[src/rtl/pirq_agg_pkg.sv]
package pirq_agg_pkg;

    localparam int DATA_W   = 8;
    localparam int ADDR_W   = 3;
    localparam int N_PERIPH = 4;
    localparam int MAIN_W   = 2 * DATA_W;
    localparam int N_DIRECT = 6;

    typedef enum logic [ADDR_W-1:0] {
        A_SUB_PEND = 3'd0,
        A_SUB_MASK = 3'd1,
        A_MLO_PEND = 3'd2,
        A_MLO_MASK = 3'd3,
        A_MHI_PEND = 3'd4,
        A_MHI_MASK = 3'd5,
        A_SPARE6   = 3'd6,
        A_SPARE7   = 3'd7
    } reg_addr_e;

    // peripheral pending bit positions (event k lands at bit 2k)
    localparam int SB_T1 = 0;
    localparam int SB_T2 = 2;
    localparam int SB_WG = 4;
    localparam int SB_C5 = 6;
    localparam logic [DATA_W-1:0] SUB_IMPL = 8'h55;

    // main pending vector indices
    localparam int MI_TOVF = 0;
    localparam int MI_GRP  = 13;
    localparam int MI_EXT  = 14;
    localparam logic [MAIN_W-1:0] MAIN_IMPL = 16'h7F01;

    typedef struct packed {
        logic [DATA_W-1:0] pend;
        logic [DATA_W-1:0] mask;
    } sub_state_t;

    typedef struct packed {
        logic [MAIN_W-1:0] pend;
        logic [MAIN_W-1:0] mask;
    } main_state_t;

endpackage

[src/rtl/pirq_sub_stage.sv]
module pirq_sub_stage
    import pirq_agg_pkg::*;
(
    input  logic                clk,
    input  logic                rst_n,
    input  logic [N_PERIPH-1:0] evt,
    input  logic                wr_mask,
    input  logic [DATA_W-1:0]   wdata,
    input  logic                rd_clr,
    output logic [DATA_W-1:0]   pend_q,
    output logic [DATA_W-1:0]   mask_q,
    output logic                grp_set,
    output logic                tovf_set
);

    sub_state_t        st_d, st_q;
    logic [DATA_W-1:0] evt_vec;

    // spread the event strobes onto the even bit positions
    generate
        for (genvar k = 0; k < DATA_W; k++) begin : g_spread
            if ((k % 2) == 0 && (k / 2) < N_PERIPH) begin : g_evt
                assign evt_vec[k] = evt[k/2];
            end else begin : g_rsv
                assign evt_vec[k] = 1'b0;
            end
        end
    endgenerate

    always_comb begin
        st_d      = st_q;
        st_d.pend = (rd_clr ? '0 : st_q.pend) | evt_vec;
        if (wr_mask) begin
            st_d.mask = wdata & SUB_IMPL;
        end
        grp_set  = (evt_vec[SB_WG] & st_q.mask[SB_WG]) |
                   (evt_vec[SB_C5] & st_q.mask[SB_C5]);
        tovf_set = (evt_vec[SB_T1] & st_q.mask[SB_T1]) |
                   (evt_vec[SB_T2] & st_q.mask[SB_T2]);
    end

    always_ff @(posedge clk or negedge rst_n) begin
        if (!rst_n) begin
            st_q <= '0;
        end else begin
            st_q <= st_d;
        end
    end

    assign pend_q = st_q.pend;
    assign mask_q = st_q.mask;

    AST_SUB_CAPTURE: assert property (@(posedge clk) disable iff (!rst_n)
        (evt != '0) |=> ((pend_q & $past(evt_vec)) == $past(evt_vec)));

    AST_SUB_RDCLR: assert property (@(posedge clk) disable iff (!rst_n)
        (rd_clr && evt == '0) |=> (pend_q == '0));

    AST_SUB_MASK_HOLD: assert property (@(posedge clk) disable iff (!rst_n)
        !wr_mask |=> $stable(mask_q));

endmodule

[src/rtl/pirq_main_stage.sv]
module pirq_main_stage
    import pirq_agg_pkg::*;
(
    input  logic              clk,
    input  logic              rst_n,
    input  logic [MAIN_W-1:0] set_vec,
    input  logic [MAIN_W-1:0] ack,
    input  logic              wr_pend_lo,
    input  logic              wr_pend_hi,
    input  logic              wr_mask_lo,
    input  logic              wr_mask_hi,
    input  logic [DATA_W-1:0] wdata,
    output logic [MAIN_W-1:0] pend_q,
    output logic [MAIN_W-1:0] mask_q,
    output logic              irq
);

    main_state_t       st_d, st_q;
    logic [MAIN_W-1:0] kept;

    always_comb begin
        st_d = st_q;
        kept = st_q.pend;
        if (wr_pend_lo) kept[DATA_W-1:0]      = wdata;
        if (wr_pend_hi) kept[MAIN_W-1:DATA_W] = wdata;
        kept      = kept & ~ack;
        st_d.pend = (kept | set_vec) & MAIN_IMPL;
        if (wr_mask_lo) st_d.mask[DATA_W-1:0]      = wdata;
        if (wr_mask_hi) st_d.mask[MAIN_W-1:DATA_W] = wdata;
        st_d.mask = st_d.mask & MAIN_IMPL;
    end

    always_ff @(posedge clk or negedge rst_n) begin
        if (!rst_n) begin
            st_q <= '0;
        end else begin
            st_q <= st_d;
        end
    end

    assign pend_q = st_q.pend;
    assign mask_q = st_q.mask;
    assign irq    = |(st_q.pend & st_q.mask);

    AST_SET_WINS: assert property (@(posedge clk) disable iff (!rst_n)
        (set_vec != '0) |=> ((pend_q & $past(set_vec)) == $past(set_vec)));

    AST_ACK_CLEARS: assert property (@(posedge clk) disable iff (!rst_n)
        (ack != '0 && set_vec == '0 && !wr_pend_lo && !wr_pend_hi)
        |=> ((pend_q & $past(ack)) == '0));

    AST_IRQ_QUIET: assert property (@(posedge clk) disable iff (!rst_n)
        (!irq && set_vec == '0 && !wr_pend_lo && !wr_pend_hi &&
         !wr_mask_lo && !wr_mask_hi) |=> !irq);

endmodule

[src/rtl/pirq_rd_mux.sv]
module pirq_rd_mux
    import pirq_agg_pkg::*;
(
    input  logic              clk,
    input  logic              rst_n,
    input  logic              rd_en,
    input  logic [ADDR_W-1:0] addr,
    input  logic [DATA_W-1:0] sub_pend,
    input  logic [DATA_W-1:0] sub_mask,
    input  logic [MAIN_W-1:0] main_pend,
    input  logic [MAIN_W-1:0] main_mask,
    output logic [DATA_W-1:0] rdata_q
);

    logic [DATA_W-1:0] rdata_d;
    logic [DATA_W-1:0] sel;

    always_comb begin
        case (reg_addr_e'(addr))
            A_SUB_PEND: sel = sub_pend | ~SUB_IMPL;
            A_SUB_MASK: sel = sub_mask | ~SUB_IMPL;
            A_MLO_PEND: sel = main_pend[DATA_W-1:0];
            A_MLO_MASK: sel = main_mask[DATA_W-1:0];
            A_MHI_PEND: sel = main_pend[MAIN_W-1:DATA_W];
            A_MHI_MASK: sel = main_mask[MAIN_W-1:DATA_W];
            default:    sel = '0;
        endcase
        rdata_d = rd_en ? sel : rdata_q;
    end

    always_ff @(posedge clk or negedge rst_n) begin
        if (!rst_n) begin
            rdata_q <= '0;
        end else begin
            rdata_q <= rdata_d;
        end
    end

    AST_SUB_RSV_ONES: assert property (@(posedge clk) disable iff (!rst_n)
        (rd_en && addr <= 3'd1) |=> ((rdata_q & ~SUB_IMPL) == ~SUB_IMPL));

    AST_SPARE_ZERO: assert property (@(posedge clk) disable iff (!rst_n)
        (rd_en && addr >= 3'd6) |=> (rdata_q == '0));

endmodule

[src/rtl/pirq_agg.sv]
module pirq_agg
    import pirq_agg_pkg::*;
(
    input  logic                clk,
    input  logic                rst_n,
    input  logic [ADDR_W-1:0]   reg_addr,
    input  logic                reg_wr,
    input  logic [DATA_W-1:0]   reg_wdata,
    input  logic                reg_rd,
    output logic [DATA_W-1:0]   reg_rdata,
    input  logic                evt_tmr1_ovf,
    input  logic                evt_tmr2_ovf,
    input  logic                evt_wavegen,
    input  logic                evt_cmp5,
    input  logic [N_DIRECT-1:0] evt_direct,
    input  logic [MAIN_W-1:0]   irq_ack,
    output logic                cpu_irq
);

    logic [DATA_W-1:0] sub_pend, sub_mask;
    logic [MAIN_W-1:0] main_pend, main_mask, set_vec;
    logic              grp_set, tovf_set;
    logic              sub_rd_clr, wr_sub_mask;
    logic              wr_mlo_p, wr_mhi_p, wr_mlo_m, wr_mhi_m;

    always_comb begin
        sub_rd_clr  = reg_rd && (reg_addr == A_SUB_PEND);
        wr_sub_mask = reg_wr && (reg_addr == A_SUB_MASK);
        wr_mlo_p    = reg_wr && (reg_addr == A_MLO_PEND);
        wr_mlo_m    = reg_wr && (reg_addr == A_MLO_MASK);
        wr_mhi_p    = reg_wr && (reg_addr == A_MHI_PEND);
        wr_mhi_m    = reg_wr && (reg_addr == A_MHI_MASK);
    end

    // main-level set sources: summaries and direct strobes
    always_comb begin
        set_vec          = '0;
        set_vec[MI_TOVF] = tovf_set;
        set_vec[MI_GRP]  = grp_set;
        set_vec[MI_EXT]  = evt_direct[N_DIRECT-1];
        for (int k = 0; k < N_DIRECT - 1; k++) begin
            set_vec[DATA_W + k] = evt_direct[k];
        end
    end

    pirq_sub_stage u_sub (
        .clk      (clk),
        .rst_n    (rst_n),
        .evt      ({evt_cmp5, evt_wavegen, evt_tmr2_ovf, evt_tmr1_ovf}),
        .wr_mask  (wr_sub_mask),
        .wdata    (reg_wdata),
        .rd_clr   (sub_rd_clr),
        .pend_q   (sub_pend),
        .mask_q   (sub_mask),
        .grp_set  (grp_set),
        .tovf_set (tovf_set)
    );

    pirq_main_stage u_main (
        .clk        (clk),
        .rst_n      (rst_n),
        .set_vec    (set_vec),
        .ack        (irq_ack),
        .wr_pend_lo (wr_mlo_p),
        .wr_pend_hi (wr_mhi_p),
        .wr_mask_lo (wr_mlo_m),
        .wr_mask_hi (wr_mhi_m),
        .wdata      (reg_wdata),
        .pend_q     (main_pend),
        .mask_q     (main_mask),
        .irq        (cpu_irq)
    );

    pirq_rd_mux u_rd (
        .clk       (clk),
        .rst_n     (rst_n),
        .rd_en     (reg_rd),
        .addr      (reg_addr),
        .sub_pend  (sub_pend),
        .sub_mask  (sub_mask),
        .main_pend (main_pend),
        .main_mask (main_mask),
        .rdata_q   (reg_rdata)
    );

    AST_GRP_NEEDS_SUBMASK: assert property (@(posedge clk) disable iff (!rst_n)
        (!main_pend[MI_GRP] && !wr_mhi_p &&
         !((evt_wavegen && sub_mask[SB_WG]) || (evt_cmp5 && sub_mask[SB_C5])))
        |=> !main_pend[MI_GRP]);

    AST_TOVF_NEEDS_SUBMASK: assert property (@(posedge clk) disable iff (!rst_n)
        (!main_pend[MI_TOVF] && !wr_mlo_p &&
         !((evt_tmr1_ovf && sub_mask[SB_T1]) || (evt_tmr2_ovf && sub_mask[SB_T2])))
        |=> !main_pend[MI_TOVF]);

endmodule

[config.mk]
export PLATFORM = sky130hd
export DESIGN_NAME = pirq_agg
export DESIGN_NICKNAME = d
export VERILOG_FILES = /design/src/rtl/pirq_agg_pkg.sv /design/src/rtl/pirq_sub_stage.sv /design/src/rtl/pirq_main_stage.sv /design/src/rtl/pirq_rd_mux.sv /design/src/rtl/pirq_agg.sv
export SDC_FILE = /design/constraint.sdc
export NUM_CORES = 1
export LEC_CHECK = 0
export BUFFER_PORTS_ARGS = -buffer_cell sky130_fd_sc_hd__buf_2
export CORE_MARGIN = 2
export CORE_UTILIZATION = 40
export DETAILED_ROUTE_END_ITERATION = 12
export PLACE_DENSITY_LB_ADDON = 0.15
export SETUP_SLACK_MARGIN = 0.4
export SLEW_MARGIN = 20
export SYNTH_ARGS = -nofsm -noshare
export SYNTH_HDL_FRONTEND = slang
export SYNTH_SLANG_ARGS = --single-unit
[constraint.sdc]
create_clock -name clk -period 1.31 [get_ports clk]
set_clock_uncertainty 0.1 [all_clocks]
set_input_delay 0.1965 -clock clk [delete_from_list [all_inputs] [get_ports clk]]
set_output_delay 0.1965 -clock clk [all_outputs]
set_load 0.02 [all_outputs]
==> flow_summary.yaml <==
setup_path:
  reg2reg_depth: 3
  crit_buf_inv: 1
  start_kind: "register"
  max_stage_delay_ns: 0.39
  r2r_slack_ns: 0.05
  worstSetupPathDepth: 3
  r2r_start: "u_sub.mask_q[2]"
  cp_top_family: "flip-flops"
  arrival_ns: 1.19
  crit_slowest_cell: "dfrtp_1"
  endpoint_kind: "primary output"
  r2r-end: "u_rd.rdata_q[2]"
  crit_type: "reg -> out"
  cp_max_fo: 2
  crit_chain: "a22oi_2 > nand4_1 > buf_4"
  required_ns: 1.01
timing:
  setup_viol: 1
  hold_viol: 15
  rsz0062_at_grt: "true"
  period_minus_slack_ns: 1.49
  worst_pin_slew_ns: 0.416
  fmax_mhz: 671
  whs_ns: -0.267
  period_share_pct: 114
  slew_viol_final: 0
  setup_ws_ns: -0.180
  slew_headroom_pct: 72.3
synthesis:
  ys_top_cells_by_count: "dfrtp_1 (32), mux2_2 (16), mux2i_1 (12)"
  yosysTopAreaCellShare_pct: 51.7
  synthTopCellsByArea: "dfrtp_1 (52%), mux2_2 (12%), mux2i_1 (7.8%), mux4_1 (5.1%), a22oi_1 (2.9%)"
  yosysMostFrequentCell: "dfrtp_1"
  ys_async_sr_fraction_pct: 100
  netlist_area_mm2: 0.00155
  synth_top_cell_by_area: "dfrtp_1"
  synth_cell_types: 28
  seq_area_frac_synth_pct: 51.7
  ys_seq_elements: 32
  synth_fp_nets: 159
  synth-edff-count: 0
  syn_inst: 118
  synth_flop_cell: "dfrtp_1"
  yosysWarnings: 0
  synth_area_per_cell_um2: 13.1
clock_tree:
  h-tree-depth: 2
  cts.sinks: 32
  clockBufferDepth: 2
  cts.clk_slew.worst_paths_ns: 0.06
  clk_latency_ns: 0.29
  cts_tree: "built"
  cts_buffers: 5
  root_buffer: "clkbuf_8"
power_and_ir_drop:
  worst_ir_drop_vdd_v: 0.000599
  p_leak_nw: 1.15
  power.density_mw_per_mm2: 1130
final_layout:
  fin_cells: 250
  layout-drive-gt1-share_pct: 56.9
  nets: 243
  final_cell_area_mm2: 0.00247
  syn_to_final_growth_pct: 59.7
  diodes: 0
floorplanning:
  pin_count: 50
  die-area_mm2: 0.00438
  die_w_um: 66.2
  core_mm2: 0.00369
  die_y_um: 66.2
  initial_core_util_pct: 42.0
  rows: 22
status:
  violations: "hold timing, setup timing"
  status: "finished with violations"
placed_design:
  place_inst: 213
  dp_slack_ns: -0.136
  dpl-instance-area_mm2: 0.00190
  place_congestion: 0.795
  hpwlAfterDp_um: 2510
  port_buffers: 40
drt:
  ant_nets: 0
  wl_per_cell_um: 15.1
  vias: 1272
  drt-initial-drc-count: 32
  viasPerCell: 5.09
  drc: 0
  drt-total-wl_um: 3770
  drt_pass1_iterations: 4
global_routing:
  gr-total-overflow: 0
  grt_pass1_vias: 1228
  antenna_found_initial: 0
  grt_usage_pct: 19.1
  grt_first_pass_wirelength_um: 5990
  grt_max_degree: 18
run:
  cap_viol_max_count: 0
hold_path:
  min_path_type: "in -> async"
## power breakdown
part | internal (W) | switching (W) | total, W
Clock | 0.000360 | 0.000351 | 0.000711
Combinational | 0.000511 | 0.000303 | 0.000814
Sequential | 0.00114 | 0.000126 | 0.00126
Total | 0.00201 | 0.000780 | 0.00279
## stage by stage
stage / TNS, ns / utilization (%) / total power, W
global placement: -0.899 / 51.5 / 0.00176
floorplan: 0 / - / 0.00157
finish: -0.180 / 67.0 / 0.00279
global route: -0.225 / 67.0 / 0.00294
CTS: -0.183 / 62.1 / 0.00267
detailed placement: -1.23 / 51.5 / 0.00178
## worst register-to-register path, cell delays in order (launching register included)
cell and delay (ns):
dfrtp_1 0.42, mux4_2 0.50, inv_2 0.06, o22ai_1 0.05
## kinds of logic after synthesis
family,count (synthesis),share of synthesized area [%]
flip-flops,32,51.7
multiplexers,31,24.5
AO/OA/AOI/OAI,28,12.1
AND/OR/NAND/NOR,15,7.44
buffers and inverters,12,4.20
## routing by layer
| layer | wire length [um] | vias up | share of wire (%) | track usage (%) |
|---|---|---|---|---|
| met5 | 0 | - | 0 | 0 |
| met2 | 1900 | 27 | 50 | 31.0 |
| li1 | - | 603 | - | - |
| met4 | 79 | 0 | 2.1 | 9.95 |
| met1 | 1670 | 634 | 44 | 23.4 |
| met3 | 119 | 8 | 3.2 | 4.60 |
## area by class of cell
class                      instances  area (um2)
clock buffer                       6        72.6
clock inverter                     1        5.00
timing repair buffer              83         714
multi-input combinational         74         795
inverter                           6        22.5
fill                             276        1220
sequential                        32         802
tap                               48        60.1
## what timing repair did
action,in CTS,in global routing
gates resized for setup,46,19
hold endpoints to repair,23,17
endpoints found under the setup margin,40,38
cloned,0,0
setup buffers,7,12
pin swaps,5,10
hold buffers,9,2
## state kept, by name, summed over array words and instances (netlist names)
name	flops
u_main.mask_q	8
u_sub.mask_q	4
u_main.pend_q	8
u_sub.pend_q	4
u_rd.rdata_q	8
## placed cells by master, fill, tap and decap left out, drive strengths merged, types with 3 or more instances in the layout
master       instances
a21o                 4
a21oi                5
a22oi                6
buf                 72
clkbuf               6
dfrtp               32
dlygate4sd3         11
inv                  6
mux2                16
mux2i               12
mux4                 3
nand3b               3
o21ai                3
o21bai               6
o22ai                3
## worst max path at each step
stage	from	endpoint	slack (ns)
detailed placement	reg_addr[0]	u_main.pend_q[10]	-0.14
global route	u_main.mask_q[11]	cpu_irq	-0.23
global placement	reg_addr[0]	u_main.pend_q[8]	-0.1
CTS	u_main.mask_q[0]	cpu_irq	-0.18
floorplan	reg_addr[2]	u_sub.mask_q[2]	0.09
finish	u_main.pend_q[0]	cpu_irq	-0.18
(Power assumes the default switching activity.)
